[src/rtl/irqc_pkg.sv]
package irqc_pkg;
   typedef enum logic [2:0] {
      SEL_NONE = 3'd0,
      SEL_GIE  = 3'd1,
      SEL_STAT = 3'd2,
      SEL_EN   = 3'd3,
      SEL_RST  = 3'd4
   } reg_sel_e;
endpackage

[src/rtl/irqc_decode.sv]
module irqc_decode
   import irqc_pkg::*;
#(
   parameter int ADDR_W   = 8,
   parameter int OFF_GIE  = 'h1C,
   parameter int OFF_STAT = 'h20,
   parameter int OFF_EN   = 'h28,
   parameter int OFF_RST  = 'h40
) (
   input  logic [ADDR_W-1:0] addr,
   output reg_sel_e          sel
);
   localparam logic [ADDR_W-1:0] A_GIE  = ADDR_W'(OFF_GIE);
   localparam logic [ADDR_W-1:0] A_STAT = ADDR_W'(OFF_STAT);
   localparam logic [ADDR_W-1:0] A_EN   = ADDR_W'(OFF_EN);
   localparam logic [ADDR_W-1:0] A_RST  = ADDR_W'(OFF_RST);

   always_comb begin
      if (addr == A_GIE)       sel = SEL_GIE;
      else if (addr == A_STAT) sel = SEL_STAT;
      else if (addr == A_EN)   sel = SEL_EN;
      else if (addr == A_RST)  sel = SEL_RST;
      else                     sel = SEL_NONE;
   end
endmodule

[src/rtl/irqc_status_bank.sv]
module irqc_status_bank #(
   parameter int NUM_EVT = 8
) (
   input  logic               clk,
   input  logic               rst_n,
   input  logic               wipe,
   input  logic [NUM_EVT-1:0] evt,
   input  logic [NUM_EVT-1:0] clr,
   output logic [NUM_EVT-1:0] stat
);
   for (genvar i = 0; i < NUM_EVT; i++) begin : g_bit
      always_ff @(posedge clk or negedge rst_n) begin
         if (!rst_n)      stat[i] <= 1'b0;
         else if (wipe)   stat[i] <= 1'b0;
         else if (evt[i]) stat[i] <= 1'b1;
         else if (clr[i]) stat[i] <= 1'b0;
      end
   end
endmodule

[src/rtl/irqc_ctrl_regs.sv]
module irqc_ctrl_regs
   import irqc_pkg::*;
#(
   parameter int          NUM_EVT = 8,
   parameter int          DATA_W  = 32,
   parameter int          GIE_BIT = 31,
   parameter logic [31:0] RST_KEY = 32'hA
) (
   input  logic               clk,
   input  logic               rst_n,
   input  logic               we,
   input  reg_sel_e           sel,
   input  logic [DATA_W-1:0]  wdata,
   output logic [NUM_EVT-1:0] en_q,
   output logic               gie_q,
   output logic               srst_q
);
   localparam logic [DATA_W-1:0] KEY = DATA_W'(RST_KEY);

   logic key_hit;
   assign key_hit = we && (sel == SEL_RST) && (wdata == KEY) && !srst_q;

   always_ff @(posedge clk or negedge rst_n) begin
      if (!rst_n) begin
         en_q   <= '0;
         gie_q  <= 1'b0;
         srst_q <= 1'b0;
      end else begin
         srst_q <= key_hit;
         if (srst_q) begin
            en_q  <= '0;
            gie_q <= 1'b0;
         end else if (we) begin
            if (sel == SEL_EN)  en_q  <= wdata[NUM_EVT-1:0];
            if (sel == SEL_GIE) gie_q <= wdata[GIE_BIT];
         end
      end
   end
endmodule

[src/rtl/irqc_irq_out.sv]
module irqc_irq_out #(
   parameter int NUM_EVT = 8
) (
   input  logic               clk,
   input  logic               rst_n,
   input  logic               wipe,
   input  logic [NUM_EVT-1:0] stat,
   input  logic [NUM_EVT-1:0] en,
   input  logic               gie,
   output logic               irq_q
);
   always_ff @(posedge clk or negedge rst_n) begin
      if (!rst_n)    irq_q <= 1'b0;
      else if (wipe) irq_q <= 1'b0;
      else           irq_q <= gie & (|(stat & en));
   end
endmodule

[src/rtl/i2c_irq_ctrl.sv]
module i2c_irq_ctrl
   import irqc_pkg::*;
#(
   parameter int          ADDR_W   = 8,
   parameter int          DATA_W   = 32,
   parameter int          NUM_EVT  = 8,
   parameter int          GIE_BIT  = 31,
   parameter int          OFF_GIE  = 'h1C,
   parameter int          OFF_STAT = 'h20,
   parameter int          OFF_EN   = 'h28,
   parameter int          OFF_RST  = 'h40,
   parameter logic [31:0] RST_KEY  = 32'hA
) (
   input  logic               clk,
   input  logic               rst_n,
   input  logic [ADDR_W-1:0]  reg_addr,
   input  logic               reg_we,
   input  logic [DATA_W-1:0]  reg_wdata,
   output logic [DATA_W-1:0]  reg_rdata,
   input  logic [NUM_EVT-1:0] evt_i,
   output logic               irq_o,
   output logic               soft_rst_o
);
   if (NUM_EVT < 1 || NUM_EVT > GIE_BIT) begin : g_bad_evt
      $error("NUM_EVT must be between 1 and GIE_BIT");
   end
   if (GIE_BIT >= DATA_W) begin : g_bad_gie
      $error("GIE_BIT must lie inside DATA_W");
   end
   if ((1 << ADDR_W) <= OFF_RST || (1 << ADDR_W) <= OFF_EN) begin : g_bad_addr
      $error("ADDR_W too narrow for the register offsets");
   end
   if (OFF_GIE == OFF_STAT || OFF_GIE == OFF_EN || OFF_GIE == OFF_RST ||
       OFF_STAT == OFF_EN || OFF_STAT == OFF_RST || OFF_EN == OFF_RST) begin : g_bad_map
      $error("register offsets must be distinct");
   end

   reg_sel_e           sel;
   logic [NUM_EVT-1:0] stat_q;
   logic [NUM_EVT-1:0] en_q;
   logic               gie_q;
   logic               srst_q;
   logic [NUM_EVT-1:0] clr_mask;

   irqc_decode #(
      .ADDR_W(ADDR_W), .OFF_GIE(OFF_GIE), .OFF_STAT(OFF_STAT),
      .OFF_EN(OFF_EN), .OFF_RST(OFF_RST)
   ) u_dec (
      .addr(reg_addr),
      .sel (sel)
   );

   assign clr_mask = (reg_we && sel == SEL_STAT) ? reg_wdata[NUM_EVT-1:0] : '0;

   irqc_status_bank #(.NUM_EVT(NUM_EVT)) u_stat (
      .clk  (clk),
      .rst_n(rst_n),
      .wipe (srst_q),
      .evt  (evt_i),
      .clr  (clr_mask),
      .stat (stat_q)
   );

   irqc_ctrl_regs #(
      .NUM_EVT(NUM_EVT), .DATA_W(DATA_W), .GIE_BIT(GIE_BIT), .RST_KEY(RST_KEY)
   ) u_ctrl (
      .clk   (clk),
      .rst_n (rst_n),
      .we    (reg_we),
      .sel   (sel),
      .wdata (reg_wdata),
      .en_q  (en_q),
      .gie_q (gie_q),
      .srst_q(srst_q)
   );

   irqc_irq_out #(.NUM_EVT(NUM_EVT)) u_irq (
      .clk  (clk),
      .rst_n(rst_n),
      .wipe (srst_q),
      .stat (stat_q),
      .en   (en_q),
      .gie  (gie_q),
      .irq_q(irq_o)
   );

   assign soft_rst_o = srst_q;

   always_comb begin
      reg_rdata = '0;
      case (sel)
         SEL_STAT: reg_rdata = DATA_W'(stat_q);
         SEL_EN:   reg_rdata = DATA_W'(en_q);
         SEL_GIE:  reg_rdata[GIE_BIT] = gie_q;
         default:  reg_rdata = '0;
      endcase
   end
endmodule

[config.mk]
export PLATFORM = sky130hd
export DESIGN_NAME = i2c_irq_ctrl
export DESIGN_NICKNAME = d
export VERILOG_FILES = /design/src/rtl/irqc_pkg.sv /design/src/rtl/irqc_decode.sv /design/src/rtl/irqc_status_bank.sv /design/src/rtl/irqc_ctrl_regs.sv /design/src/rtl/irqc_irq_out.sv /design/src/rtl/i2c_irq_ctrl.sv
export SDC_FILE = /design/constraint.sdc
export NUM_CORES = 1
export LEC_CHECK = 0
export BUFFER_PORTS_ARGS = -buffer_cell sky130_fd_sc_hd__buf_2
export CORE_UTILIZATION = 44
export DETAILED_ROUTE_END_ITERATION = 16
export GPL_TIMING_DRIVEN = 0
export PLACE_DENSITY = 0.79
export SKIP_CTS_REPAIR_TIMING = 1
export SYNTH_ARGS = -nofsm -noshare
export SYNTH_HDL_FRONTEND = slang
export SYNTH_HIERARCHICAL = 1
export SYNTH_SLANG_ARGS = --single-unit
[constraint.sdc]
create_clock -name clk -period 1.7 [get_ports clk]
set_input_delay 0.255 -clock clk [delete_from_list [all_inputs] [get_ports clk]]
set_output_delay 0.255 -clock clk [all_outputs]
set_load 0.02 [all_outputs]
==> reports/results.md <==
| Step | Item | Reported |
| --- | --- | --- |
| clocking | Skew-Pair Late Insertion Delay | 0.30 ns |
| sta | Finish-stage setup viols | 0 |
| status | Outcome | complete, no violations |
| logic synthesis | Post-synth top area share | 32.8% |
| critical path | Classification of the worst setup path | primary input to primary output |
| critical path | Critical-path cell list | buf_8 > nor4_4 > o211a_4 > clkbuf_16 > nor4bb_2 > buf_4 |
| clocking | Root Driver | sky130_fd_sc_hd__clkbuf_4 |
| sta | Final-report max-slew violation count | 0 |
| logic synthesis | Main synth FF type | sky130_fd_sc_hd__dfrtp_1 |
| detailed routing | Initial DRC Count | 35 |
| critical path | Crit end category | primary output |
| logic synthesis | Number of standard cells after synthesis | 155 |
| logic synthesis | Number of distinct library cells after synthesis | 33 |
| logic synthesis | Leading cell type by number of instances after synthesis | sky130_fd_sc_hd__buf_4 |
| critical path | Critical path arrival | 1.44 ns |
| sta | Hold violation total from the final report | 0 |
| detailed routing | Total iterations of the first detailed-routing run | 4 |
| grt | Global-route wire length before repair | 4920 µm |
| detailed routing | Per-cell routed wire length | 11.6 µm |
| grt | Number of global-route vias before repair | 1126 |
| sta | Post-Route Hold Slack | 0.171 ns |
| sta | Final Critical Period | 1.70 ns |
| floorplan | Die H | 59.4 µm |
| grt | Pin count of the biggest net entering global routing | 20 |
| logic synthesis | Average cell area after synthesis | 9.34 µm² |
| detailed routing | Via-per-instance ratio | 4.56 |
| flow run | Total of max-cap violations | 0 |
| critical path | CP max stage cell | sky130_fd_sc_hd__nor4_4 |
| logic synthesis | Synthesis Warnings | 6 |
| sta | Max frequency | 0.590 GHz |
| sta | Max Clock Skew | 0.00471 ns |
| logic synthesis | Cell types with the highest counts after synthesis | sky130_fd_sc_hd__buf_4, sky130_fd_sc_hd__dfrtp_1, sky130_fd_sc_hd__nand2_1, sky130_fd_sc_hd__mux2i_1, sky130_fd_sc_hd__nor2_1 |
| place | PortBufs | 61 |
| sta | Setup TNS after final layout | 0 ns |
| clocking | CTS HTree Levels | 1 |
| detailed routing | DR DRC count | 0 |
| floorplan | Row cnt | 20 |
| power | Leakage power | 1.04 nW |
| floorplan | Initial Utilization | 47.0% |
| critical path | Delay of the slowest cell on the worst path | 0.30 ns |
| floorplan | Area of the die | 3520 µm² |
| detailed routing | Number of vias after detailed routing | 1321 |
| final layout | Post-Route Utilization | 66.1% |
| critical path | Sort of element at the start of the critical path | primary input |
| sta | Period utilization | 99.7% |
| power | Maximum VDD drop | 0.439 mV |
| critical path | Slack of the worst reg-to-reg path | 0.35 ns |
| logic synthesis | Dominant cells by area after synthesis | sky130_fd_sc_hd__dfrtp_1, sky130_fd_sc_hd__buf_4, sky130_fd_sc_hd__nand2b_4 |
| clocking | # clock sinks | 19 |
| final layout | Total inserted antenna cells | 0 |
| critical path | Reg-to-Reg Start | u_ctrl/srst_q |
| sta | Unrepaired setup endpoints after global routing | true |
| final layout | Synth-to-layout area growth | 40.4% |
| critical path | Max Fanout on Critical Path | 5 |
| logic synthesis | Share of synthesized flip-flops with an asynchronous set or reset | 100% |
| clocking | CTS Buf Count | 3 |
| grt | Final global-route overflow total | 0 |
| grt | Antenna violations before repair | 0 |
| clocking | Clock slew at the register clock pins of the worst setup and hold paths | 0.11 ns |
| hold path | Min-Delay Endpoint | u_stat/stat[7] |
| floorplan | # IOs | 85 |
| critical path | R2R cell count | 4 |
| place | Weighted congestion reported at the end of routability-driven placement | 0.729 |
| final layout | Total Nets Final | 298 |
| grt | Overall track demand over capacity in global routing | 19.1% |
| final layout | Proportion of layout cells with a drive suffix above 1 | 50.4% |
| logic synthesis | Number of register bits inferred by synthesis | 19 |
| hold path | Worst min path class | primary input to flop |
| place | Dpl hpwl | 2470 µm |
| critical path | Req. time, crit path | 1.44 ns |
| power | Power density over the cells | 438 nW/µm² |
| detailed routing | DRT antenna net count | 0 |
| logic synthesis | Share of the yosys chip area belonging to registers | 32.8% |
| floorplan | CORE AREA | 3080 µm² |
| critical path | FF-to-FF End | u_ctrl/srst_q |
| final layout | Filler cell count in the final layout | 273 |
| logic synthesis | Number of enable-type register cells in the synthesized netlist | 0 |
| final layout | Register area | 475 µm² |
| clocking | CTS tree | yes |
| final layout | Multi-input gate area | 846 µm² |
| detailed routing | Aggregate routed wire length | 3370 µm |
| clocking | Maximum count of clock buffers along a single path | 2 |
| hold path | Hold Crit Start | evt_i[7] |
| floorplan | Die Wd | 59.4 µm |
| logic synthesis | Mapped cell area | 1450 µm² |
| hold path | Worst hold path cell count | 3 |
| logic synthesis | Largest area contributor in the netlist | sky130_fd_sc_hd__dfrtp_1 |
## layout by cell type (no fill, tap or decap), types with 2 or more instances in the layout
master,count
sky130_fd_sc_hd__buf_6,3
sky130_fd_sc_hd__and2_1,8
sky130_fd_sc_hd__nor3_1,2
sky130_fd_sc_hd__dfrtp_1,19
sky130_fd_sc_hd__mux2i_1,9
sky130_fd_sc_hd__buf_8,2
sky130_fd_sc_hd__buf_2,58
sky130_fd_sc_hd__clkbuf_4,3
sky130_fd_sc_hd__inv_1,8
sky130_fd_sc_hd__nor4_1,6
sky130_fd_sc_hd__conb_1,23
sky130_fd_sc_hd__a21oi_1,8
sky130_fd_sc_hd__nand4_1,2
sky130_fd_sc_hd__nor2_1,9
sky130_fd_sc_hd__buf_4,28
sky130_fd_sc_hd__a22oi_1,4
sky130_fd_sc_hd__nand2b_4,9
sky130_fd_sc_hd__nand2_1,16
sky130_fd_sc_hd__and4bb_2,3
sky130_fd_sc_hd__a21oi_2,8
## kinds of logic after synthesis
logic type / after synthesis / share of synthesized area, %
compound gates: 22 / 11.0
other cells: 1 / 0.259
flops: 19 / 32.8
buf+inv: 36 / 16.9
simple gates: 68 / 32.8
mux: 9 / 6.22
## flip-flops by register name (all words and copies together), names as in the netlist
signal         flops
u_stat/stat        8
u_ctrl/gie_q       1
u_ctrl/srst_q      1
u_irq/irq_q        1
u_ctrl/en_q        8
## per-stage QoR
step / worst slack, ns / cell area (µm²) / total power [mW] / cells
6_report: 0.00496 / 2030 / 0.890 / 290
5_1_grt: -0.0735 / 2030 / 0.934 / 290
4_1_cts: -0.237 / 1920 / 0.884 / 286
3_5_place_dp: -0.254 / 1900 / 0.655 / 282
3_3_place_gp: -0.230 / 1900 / 0.653 / 282
2_1_floorplan: 0.0503 / 1540 / 0.575 / 177
## cell type report
cell class,count,area share (%)
Sequential cell,19,23.4
Buffer,27,10.6
Timing Repair Buffer,66,18.9
Tap cell,44,2.71
Inverter,8,1.48
Multi-Input combinational cell,122,41.6
Clock buffer,3,1.11
Clock inverter,1,0.246
## critical path: cells and delay by family
kind	cells	cell delay, ns
buffers and inverters	3	0.43
AND/OR/NAND/NOR	2	0.50
AO/OA/AOI/OAI	1	0.25
## routing by layer
layer  up-vias  track usage (%)  share of wire [%]
met5         -                0                  0
met4         0             3.06               0.30
met3         2             3.93                7.0
met2        60             33.5                 51
met1       588             24.3                 42
li1        671                -                  -
## power breakdown
part	switching [mW]	internal [mW]	total (mW)
Clock	0.143	0.0876	0.231
Sequential	0.00212	0.454	0.457
Combinational	0.105	0.0986	0.203
## how the worst max path moves through the flow
stage                      from              to  slack [ns]  depth (start not counted)
finish              reg_addr[6]   reg_rdata[31]       0.005                          6
global route        reg_addr[6]    reg_rdata[2]       -0.07                          7
CTS                 reg_addr[5]    reg_rdata[6]       -0.24                          7
detailed placement  reg_addr[1]  u_stat/stat[5]       -0.25                          8
global placement    reg_addr[1]  u_stat/stat[7]       -0.23                          8
floorplan           reg_addr[1]   reg_rdata[31]        0.05                          4
No activity file was read; power rests on OpenSTA's default activity.
